<file path="config.mk">
export PLATFORM = sky130hd
export DESIGN_NAME = wbs_unit
export DESIGN_NICKNAME = d
export VERILOG_FILES = /design/src/rtl/wbs_pkg.sv /design/src/rtl/wbs_stage.sv /design/src/rtl/wbs_flags.sv /design/src/rtl/wbs_unit.sv
export SDC_FILE = /design/constraint.sdc
export NUM_CORES = 1
export LEC_CHECK = 0
export BUFFER_PORTS_ARGS = -buffer_cell sky130_fd_sc_hd__buf_2
export CORE_ASPECT_RATIO = 1.75
export CORE_MARGIN = 3
export CORE_UTILIZATION = 55
export DETAILED_ROUTE_END_ITERATION = 16
export PLACE_DENSITY_LB_ADDON = 0.2
export SLEW_MARGIN = 20
export SYNTH_ARGS = -nofsm -noshare
export SYNTH_HDL_FRONTEND = slang
export SYNTH_SLANG_ARGS = --single-unit
</file>
<file path="constraint.sdc">
create_clock -name clk -period 1 [get_ports clk]
set_clock_uncertainty 0.1 [all_clocks]
set_input_delay 0.1 -clock clk [delete_from_list [all_inputs] [get_ports clk]]
set_output_delay 0.1 -clock clk [all_outputs]
set_load 0.03 [all_outputs]
</file>
<file path="src/rtl/wbs_pkg.sv">
package wbs_pkg;

   // Bit positions of the transform enables inside the control field.
   localparam int CTRL_W      = 4;
   localparam int CB_REVERSE  = 0;
   localparam int CB_BYTESWAP = 1;
   localparam int CB_HALFSWAP = 2;
   localparam int CB_INVERT   = 3;

   localparam int LANE_W  = 8;   // bit reversal granule
   localparam int PAIR_W  = 16;  // byte exchange granule
   localparam int N_STAGE = 4;

   typedef enum logic [1:0] {
      ST_INVERT   = 2'd0,
      ST_HALFSWAP = 2'd1,
      ST_BYTESWAP = 2'd2,
      ST_REVERSE  = 2'd3
   } stage_e;

   // Application order: position 0 is applied first.
   function automatic stage_e stage_at(input int pos);
      case (pos)
         0:       return ST_INVERT;
         1:       return ST_HALFSWAP;
         2:       return ST_BYTESWAP;
         default: return ST_REVERSE;
      endcase
   endfunction

   function automatic int ctrl_bit_of(input stage_e k);
      case (k)
         ST_INVERT:   return CB_INVERT;
         ST_HALFSWAP: return CB_HALFSWAP;
         ST_BYTESWAP: return CB_BYTESWAP;
         default:     return CB_REVERSE;
      endcase
   endfunction

endpackage

</file>
<file path="src/rtl/wbs_stage.sv">
// One optional transform of the chain; KIND picks which one.
module wbs_stage
   import wbs_pkg::*;
#(
   parameter int     DATA_W = 32,
   parameter stage_e KIND   = ST_INVERT
) (
   input  logic              enable,
   input  logic [DATA_W-1:0] din,
   output logic [DATA_W-1:0] dout
);

   localparam int HALF_W  = DATA_W / 2;
   localparam int N_LANE  = DATA_W / LANE_W;
   localparam int N_PAIR  = DATA_W / PAIR_W;
   localparam int BYTE_W  = PAIR_W / 2;

   logic [DATA_W-1:0] moved;

   generate
      case (KIND)
         ST_INVERT: begin : g_inv
            assign moved = ~din;
         end
         ST_HALFSWAP: begin : g_half
            assign moved = {din[HALF_W-1:0], din[DATA_W-1:HALF_W]};
         end
         ST_BYTESWAP: begin : g_byte
            for (genvar p = 0; p < N_PAIR; p++) begin : g_pair
               assign moved[p*PAIR_W +: BYTE_W]          = din[p*PAIR_W + BYTE_W +: BYTE_W];
               assign moved[p*PAIR_W + BYTE_W +: BYTE_W] = din[p*PAIR_W +: BYTE_W];
            end
         end
         default: begin : g_rev
            for (genvar l = 0; l < N_LANE; l++) begin : g_lane
               for (genvar b = 0; b < LANE_W; b++) begin : g_bit
                  assign moved[l*LANE_W + b] = din[l*LANE_W + (LANE_W-1-b)];
               end
            end
         end
      endcase
   endgenerate

   assign dout = enable ? moved : din;

endmodule

</file>
<file path="src/rtl/wbs_flags.sv">
// Condition flags taken from a finished result word.
module wbs_flags #(
   parameter int DATA_W = 32
) (
   input  logic [DATA_W-1:0] word,
   output logic              neg,
   output logic              zero
);

   assign neg  = word[DATA_W-1];
   assign zero = ~|word;

endmodule

</file>
<file path="src/rtl/wbs_unit.sv">
module wbs_unit
   import wbs_pkg::*;
#(
   parameter int DATA_W = 32
) (
   input  logic              clk,
   input  logic              rst_n,
   input  logic              in_valid,
   input  logic [DATA_W-1:0] in_word,
   input  logic [CTRL_W-1:0] in_ctrl,
   output logic              out_valid,
   output logic [DATA_W-1:0] out_word,
   output logic              out_neg,
   output logic              out_zero
);

   generate
      if (DATA_W < PAIR_W || (DATA_W % PAIR_W) != 0) begin : g_bad_width
         $error("wbs_unit: DATA_W must be a positive multiple of %0d", PAIR_W);
      end
   endgenerate

   logic [DATA_W-1:0] chain [N_STAGE+1];
   assign chain[0] = in_word;

   generate
      for (genvar s = 0; s < N_STAGE; s++) begin : g_stage
         localparam stage_e KIND = stage_at(s);
         localparam int     CBIT = ctrl_bit_of(KIND);
         wbs_stage #(.DATA_W(DATA_W), .KIND(KIND)) u_stage (
            .enable (in_ctrl[CBIT]),
            .din    (chain[s]),
            .dout   (chain[s+1])
         );
      end
   endgenerate

   logic neg_d, zero_d;

   wbs_flags #(.DATA_W(DATA_W)) u_flags (
      .word (chain[N_STAGE]),
      .neg  (neg_d),
      .zero (zero_d)
   );

   always_ff @(posedge clk or negedge rst_n) begin
      if (!rst_n) begin
         out_valid <= 1'b0;
         out_word  <= '0;
         out_neg   <= 1'b0;
         out_zero  <= 1'b0;
      end else begin
         out_valid <= in_valid;
         if (in_valid) begin
            out_word <= chain[N_STAGE];
            out_neg  <= neg_d;
            out_zero <= zero_d;
         end
      end
   end

endmodule

</file>
==> results.py, run 1 <==
metrics = {
    "synthesis": {
        "ys.flop_type": "dfrtp_1",
        "synth_edf_count": 0,
        "yosysWarningCount": 0,
        "async_flop_share": 1.00,
        "synth_seq_cells": 34,
        "synthTopCellsByArea": "dfrtp_1 (26%), mux4_2 (17%), mux2_2 (11%), mux2i_1 (10%), xnor2_1 (7.6%)",
        "synth_area_mm2": 0.00325,
        "synth_seq_area_share": 0.262,
        "synth.distinct_cells": 37,
        "yosys.area.top_type": "dfrtp_1",
        "avgSynthCellArea_um2": 11.3,
        "synth_nets": 327,
        "synthesis.instances": 288,
        "synth_top_area_frac": 0.262,
    },
    "placed_design": {
        "place_congestion": 0.898,
        "port_buffers": 73,
        "hpwlAfterDp_um": 6710,
        "place_ws_ns": -1.09,
    },
    "clocking": {
        "cts_sinks": 34,
        "htree_levels": 2,
        "cts_made_buffers": 5,
        "cts_root_buffer": "clkbuf_8",
        "cts.path.max_buffers": 2,
    },
    "floorplanning": {
        "die_y_um": 108,
        "floorplan.initialDensity": 0.577,
        "rows": 36,
        "io_pins": 74,
        "die_w_um": 64.1,
    },
    "timing": {
        "grt-worst-endpoint": "out_zero$_DFFE_PN0P_/D",
        "worstEpCategory": "register input",
    },
    "status": {
        "outcome": "did not finish",
        "flow.stopped_at": "global routing (5_1_grt)",
        "error": "[ERROR GRT-0232] Routing congestion too high. Check the congestion heatmap in the GUI.",
    },
    "global_routing": {
        "grt_max_degree": 35,
        "grt.overflow.total": 295,
        "antenna_found_initial": 2,
        "grt_usage": 0.905,
    },
}
-- metal layers --
metal,global-route usage,overflow
met5,0.192,0
met4,1.01,93
met3,0.730,4
met2,1.10,197
met1,0.847,1
-- cell families after synthesis --
| logic type | Yosys count | share of synthesized area |
|---|---|---|
| flops | 34 | 0.262 |
| simple gates | 57 | 0.0829 |
| mux | 97 | 0.438 |
| buf+inv | 31 | 0.0547 |
| xor+xnor | 32 | 0.0863 |
| compound gates | 37 | 0.0763 |
-- metrics by stage --
| step | instance area [um2] | cells | hold WS (ns) | setup TNS [ns] | util |
|---|---|---|---|---|---|
| 4_1_cts | 5110 | 527 | 0.0542 | -16.39 | 0.907 |
| 3_3_place_gp | 4300 | 493 | -0.0335 | -28.30 | 0.764 |
| 3_5_place_dp | 4300 | 493 | -0.0339 | -29.81 | 0.764 |
| 2_1_floorplan | 3410 | 288 | -0.296 | -17.22 | - |
-- synthesized netlist by cell type, types with 3 or more instances --
cell and n:
buf_2 7, mux2_2 32, o211ai_1 5, nand2_1 16, buf_4 6, nor2_1 16
a21oi_1 11, o21ai_0 9, nand4_1 5, mux2i_1 34, nor3_1 6, nor4_1 3
buf_1 3, mux4_2 25, buf_6 4, inv_1 5, clkbuf_1 6, xor2_1 4
dfrtp_1 34, xnor2_1 28, nand3_1 5, mux4_1 6
-- what timing repair did --
| action | CTS |
|---|---|
| endpoints found under the setup margin | 68 |
| endpoints found under the hold margin | 34 |
| gates resized for setup | 147 |
| pin swaps | 19 |
| hold buffers | 1 |
| buffers inserted | 24 |
| gates cloned | 2 |
==> inputs of run 2 (changes only) <==
--- a/config.mk
+++ b/config.mk
@@ -6,11 +6,10 @@
 export NUM_CORES = 1
 export LEC_CHECK = 0
 export BUFFER_PORTS_ARGS = -buffer_cell sky130_fd_sc_hd__buf_2
-export CORE_ASPECT_RATIO = 1.75
 export CORE_MARGIN = 3
-export CORE_UTILIZATION = 55
+export CORE_UTILIZATION = 40
 export DETAILED_ROUTE_END_ITERATION = 16
-export PLACE_DENSITY_LB_ADDON = 0.2
+export PLACE_DENSITY_LB_ADDON = 0.15
 export SLEW_MARGIN = 20
 export SYNTH_ARGS = -nofsm -noshare
 export SYNTH_HDL_FRONTEND = slang
==> results.py, run 2 <==
metrics = {
    "finish": {
        "finish.utilization": 0.663,
        "final_cell_mix": "buf_4 (60), buf_6 (55), buf_2 (35), dfrtp_1 (34), mux4_2 (29)",
        "multi_input_area_mm2": 0.00258,
        "drive_above_1_share": 0.638,
        "area_growth_pct": 59.4,
        "largestRegisters": "out_word x32, out_valid x1, out_zero x1",
        "diodes": 0,
        "largest_reg_flops": 32,
        "nets": 473,
        "largest-register": "out_word",
        "regArea_um2": 851,
        "final_common_cell": "buf_4",
        "fin_area_mm2": 0.00517,
        "fillCellCount": 614,
    },
    "global_routing": {
        "grt_pass1_wl_um": 15400,
        "grt_pass1_vias": 3029,
        "grt_max_degree": 35,
        "antenna_found_initial": 0,
        "grt.overflow.total": 0,
        "grt_usage": 0.215,
    },
    "clocking": {
        "cts_sinks": 34,
        "cts_root_buffer": "clkbuf_8",
        "cts_tree": "yes",
        "cts.path.max_buffers": 2,
        "clk_latency_ns": 0.29,
        "path_clk_slew_ns": 0.07,
        "htree_levels": 2,
        "cts_made_buffers": 5,
    },
    "detailed_routing": {
        "met1_length_um": 4250,
        "drc_errors": 0,
        "first_pass_iters": 5,
        "met3_length_um": 468,
        "met2_length_um": 4800,
        "highest_layer": "met4",
        "vias": 3004,
        "wl_per_cell_um": 18.0,
        "via_per_inst": 5.60,
        "ant_nets": 0,
        "finalWirelength_um": 9650,
        "first_iter_violations": 142,
    },
    "timing": {
        "post-route-min-period_ns": 1.63,
        "rsz0062_at_grt": "true",
        "worstMarginPinSlew_ns": 0.391,
        "setup_viol": 67,
        "setup_ws_ns": -0.629,
        "hold_violations": 0,
        "fmax_mhz": 614,
        "drv_slew": 0,
        "relSlewSlack": 0.738,
        "period_share": 1.63,
    },
    "floorplanning": {
        "rows": 32,
        "io_pins": 74,
        "die_w_um": 96.1,
        "die_area_mm2": 0.00923,
        "floorplan.initialDensity": 0.416,
        "die_y_um": 96.1,
        "core_area_mm2": 0.00781,
    },
    "worst_setup_path": {
        "worstSetupPathType": "input port to register",
        "arrival_ns": 1.76,
        "crit_required_ns": 1.13,
        "endpoint_kind": "register",
        "worstPathMaxFanout": 8,
        "critPathLaunchType": "input port",
    },
    "flow_run": {
        "drv_cap": 0,
    },
    "status": {
        "violations": "negative setup slack",
        "outcome": "finished with violations",
    },
    "synthesis": {
        "synth_edf_count": 0,
        "synth_seq_area_share": 0.262,
        "synth_top_area_frac": 0.262,
        "synth_area_mm2": 0.00325,
        "synthTopCellsByArea": "dfrtp_1 (26%), mux4_2 (17%), mux2_2 (11%), mux2i_1 (10%), xnor2_1 (7.6%)",
        "synthesis.instances": 288,
        "async_flop_share": 1.00,
        "synth.distinct_cells": 37,
        "synth_nets": 327,
        "avgSynthCellArea_um2": 11.3,
        "yosys.area.top_type": "dfrtp_1",
        "synth_seq_cells": 34,
        "yosysWarningCount": 0,
        "synthTopCellsByCount": "dfrtp_1 (34), mux2i_1 (34), mux2_2 (32)",
        "ys.flop_type": "dfrtp_1",
    },
    "pwr": {
        "p_comb_frac": 0.572,
        "pwr-share-seq": 0.280,
        "irDropWorstVdd_mv": 0.500,
        "finalPower_mw": 6.64,
        "power_density_mw_per_mm2": 1280,
        "internal-power_mw": 4.16,
        "p_leak_nw": 2.27,
        "switching_share": 0.374,
        "power_switching_mw": 2.48,
        "clockPowerShare": 0.148,
    },
    "placed_design": {
        "place_area_mm2": 0.00416,
        "port_buffers": 73,
        "hpwlAfterDp_um": 6980,
        "place_congestion": 0.835,
    },
    "hold_path": {
        "hold_class": "input port to register",
    },
}
-- run 2: cell counts after synthesis --
Identical to the previous run, type by type.
-- run 2: timing repair --
item,CTS,global route
hold endpoints to repair,34,0
endpoints found under the setup margin,68,68
pin swaps,13,8
setup buffers,24,6
hold buffers,1,0
gates cloned,1,0
resized for setup,144,39
-- run 2: cell families after synthesis --
kind of cell	share of synthesized area
muxes	0.438
AOI/OAI and AO/OA	0.0763
DFF	0.262
and+or+nand+nor	0.0829
buffers and inverters	0.0547
xor gates and xnor gates	0.0863
-- run 2: area by class of cell --
class | count | area share
Multi-Input combinational cell | 223 | 0.499
Timing Repair Buffer | 165 | 0.292
Sequential cell | 34 | 0.164
Tap cell | 102 | 0.0247
Clock buffer | 5 | 0.0133
Inverter | 5 | 0.00435
Clock inverter | 2 | 0.00193
-- run 2: per-stage QoR --
stage | hold slack (ns) | std cells | setup TNS [ns] | setup slack, ns
2_1_floorplan | -0.296 | 288 | -17.22 | -0.766
3_3_place_gp | -0.0248 | 499 | -28.38 | -1.04
3_5_place_dp | -0.0238 | 499 | -28.98 | -1.09
4_1_cts | 0.0821 | 531 | -16.03 | -0.618
5_1_grt | 0.0897 | 536 | -18.47 | -0.706
6_report | 0.0921 | 536 | -16.04 | -0.629
-- run 2: critical path, cell delays in order --
cell     delay, ns
buf_12        0.10
buf_12        0.13
mux4_2        0.54
nor3_2        0.18
a211o_1       0.12
nand4_1       0.10
nor4_1        0.27
a32o_2        0.20
-- run 2: path summary, 6_finish.rpt --
kind / from / slack [ns] / cells after the start / end
setup reg to reg: out_word[0] / -0.01 / 2 / out_word[0]
max in group asynchronous: rst_n / 0.42 / 3 / out_word[10]
setup / recovery: in_ctrl[2] / -0.63 / 8 / out_zero
hold / removal: in_valid / 0.09 / 2 / out_valid
min in group asynchronous: rst_n / 0.20 / 3 / out_word[30]
hold reg to reg: out_word[20] / 0.42 / 2 / out_word[20]
-- run 2: layer usage --
layer / global-route usage / up-vias
met5: 0 / -
met4: 0.0592 / 0
met3: 0.0242 / 8
met2: 0.354 / 104
met1: 0.300 / 1501
li1: - / 1391
-- run 2: power by group through the flow --
stage               registers (mW)  logic, mW  clock network [mW]
floorplan                     2.35       1.33                   0
global placement              1.80       2.73                   0
detailed placement            1.81       2.77                   0
CTS                           1.85       3.56                1.01
global route                  1.89       4.03                1.08
finish                        1.86       3.80               0.981
Power figures use the tool's default switching activity.
==> inputs of run 3 (changes only) <==
--- a/config.mk
+++ b/config.mk
@@ -5,7 +5,7 @@
 export SDC_FILE = /design/constraint.sdc
 export NUM_CORES = 1
 export LEC_CHECK = 0
-export BUFFER_PORTS_ARGS = -buffer_cell sky130_fd_sc_hd__buf_2
+export BUFFER_PORTS_ARGS = -buffer_cell sky130_fd_sc_hd__clkbuf_2
 export CORE_MARGIN = 3
 export CORE_UTILIZATION = 40
 export DETAILED_ROUTE_END_ITERATION = 16
==> results.py, run 3 (synthesized netlist as in run 2, its figures left out) <==
metrics = {
    "finish": {
        "largestRegisters": "out_word x32, out_valid x1, out_zero x1",
        "drive_above_1_share": 0.672,
        "largest-register": "out_word",
        "final_cell_mix": "buf_4 (73), buf_8 (39), clkbuf_2 (35), dfrtp_1 (34), mux2_4 (30)",
        "nets": 489,
        "fin_area_mm2": 0.00562,
        "area_growth_pct": 73.1,
        "diodes": 0,
        "finish.utilization": 0.720,
        "final_common_cell": "buf_4",
        "largest_reg_flops": 32,
        "finalNonFillerCells": 553,
    },
    "clocking": {
        "cts_made_buffers": 5,
        "path_clk_slew_ns": 0.07,
        "cts_sinks": 34,
        "cts_root_buffer": "clkbuf_8",
        "cts_tree": "yes",
        "htree_levels": 2,
        "clk_latency_ns": 0.28,
        "cts.path.max_buffers": 2,
    },
    "timing": {
        "worstMarginPinSlew_ns": 0.343,
        "timing.hold.ws_ns": 0.0823,
        "relSlewSlack": 0.770,
        "rsz0062_at_grt": "true",
        "hold_violations": 0,
        "period_share": 1.67,
        "fmax_mhz": 597,
        "post-route-min-period_ns": 1.67,
        "drv_slew": 0,
        "setup_ws_ns": -0.675,
        "setup_viol": 68,
        "setup-tns-final_ns": -17.10,
    },
    "placed_design": {
        "placedCellCount": 509,
        "place_ws_ns": -1.13,
        "place_congestion": 0.904,
        "hpwlAfterDp_um": 6850,
        "port_buffers": 73,
        "place_area_mm2": 0.00426,
    },
    "global_routing": {
        "antenna_found_initial": 0,
        "grt_pass1_wl_um": 15500,
        "grt_max_degree": 35,
        "grt_pass1_vias": 3010,
        "grt_usage": 0.218,
        "grt.overflow.total": 0,
    },
    "detailed_routing": {
        "first_iter_violations": 145,
        "wl_per_cell_um": 18.1,
        "first_pass_iters": 4,
        "ant_nets": 0,
        "via_per_inst": 5.57,
        "finalWirelength_um": 9990,
        "vias": 3081,
        "drc_errors": 0,
    },
    "floorplanning": {
        "io_pins": 74,
        "floorplan.initialDensity": 0.416,
        "die_area_mm2": 0.00923,
        "die_w_um": 96.1,
        "core_area_mm2": 0.00781,
        "die_y_um": 96.1,
        "rows": 32,
    },
    "pwr": {
        "p_leak_nw": 2.49,
        "finalPower_mw": 7.20,
        "irDropWorstVdd_mv": 0.492,
        "power_density_mw_per_mm2": 1280,
    },
    "status": {
        "violations": "negative setup slack",
        "outcome": "finished with violations",
    },
    "worst_setup_path": {
        "critPathLaunchType": "input port",
        "endpoint_kind": "register",
        "crit_required_ns": 1.08,
        "arrival_ns": 1.76,
        "worstSetupPathType": "input port to register",
        "worstPathMaxFanout": 9,
    },
    "hold_path": {
        "hold_class": "input port to register",
    },
    "flow_run": {
        "drv_cap": 0,
    },
}
[run 3: cell count changes in the layout (fill, tap and decap cells not counted), moves of 5 or more]
cell      change
clkbuf_2     +35
mux2_2        -5
buf_8        +33
buf_2        -35
buf_6        -36
mux2_4        +5
buf_4        +13
[run 3: timing repair]
item,in CTS,in global routing
pin swaps,7,11
gates resized for setup,144,91
buffers inserted,24,10
cloned,3,1
hold buffers,1,0
setup endpoints to repair,68,68
endpoints found under the hold margin,34,0
[run 3: where the power goes]
group          total [mW]  internal, mW  switching, mW  leakage, nW
registers            1.90          1.65          0.248        0.402
logic                4.24          2.41           1.82         2.04
clock network        1.07         0.556          0.510       0.0482
[run 3: routing by layer]
metal  vias up  part of all wire  GRT usage
met1      1519              0.43      0.306
met3        17             0.058     0.0289
met5         -                 0          0
li1       1427                 -          -
met2       118              0.48      0.344
met4         0             0.024     0.0758
[run 3: final cells by class]
cell class              count  area, um2
clock inverters             1       5.00
multi-input cells         223       2680
well taps                 102        128
fillers                   563       2190
flip-flops and latches     34        851
repair buffers            181       1850
clock buffers               7       86.3
inverters                   5       18.8
[run 3: final timing paths]
check / startpoint / endpoint / slack [ns] / cells past startpoint
worst max-delay path: in_ctrl[2] / out_zero / -0.67 / 8
worst min-delay path: in_valid / out_valid / 0.08 / 2
worst max register to register: out_word[31] / out_word[31] / -0.04 / 2
worst min register to register: out_word[19] / out_word[19] / 0.45 / 2
max in group asynchronous: rst_n / out_word[9] / 0.41 / 3
min in group asynchronous: rst_n / out_word[27] / 0.21 / 3
[run 3: critical path, cell delays in order]
cell and delay, ns:
clkbuf_16 0.14, bufbuf_16 0.27, mux4_2 0.53, mux2i_4 0.21
nor3_1 0.09, nand3b_1 0.10, a21oi_2 0.06, a32o_2 0.26
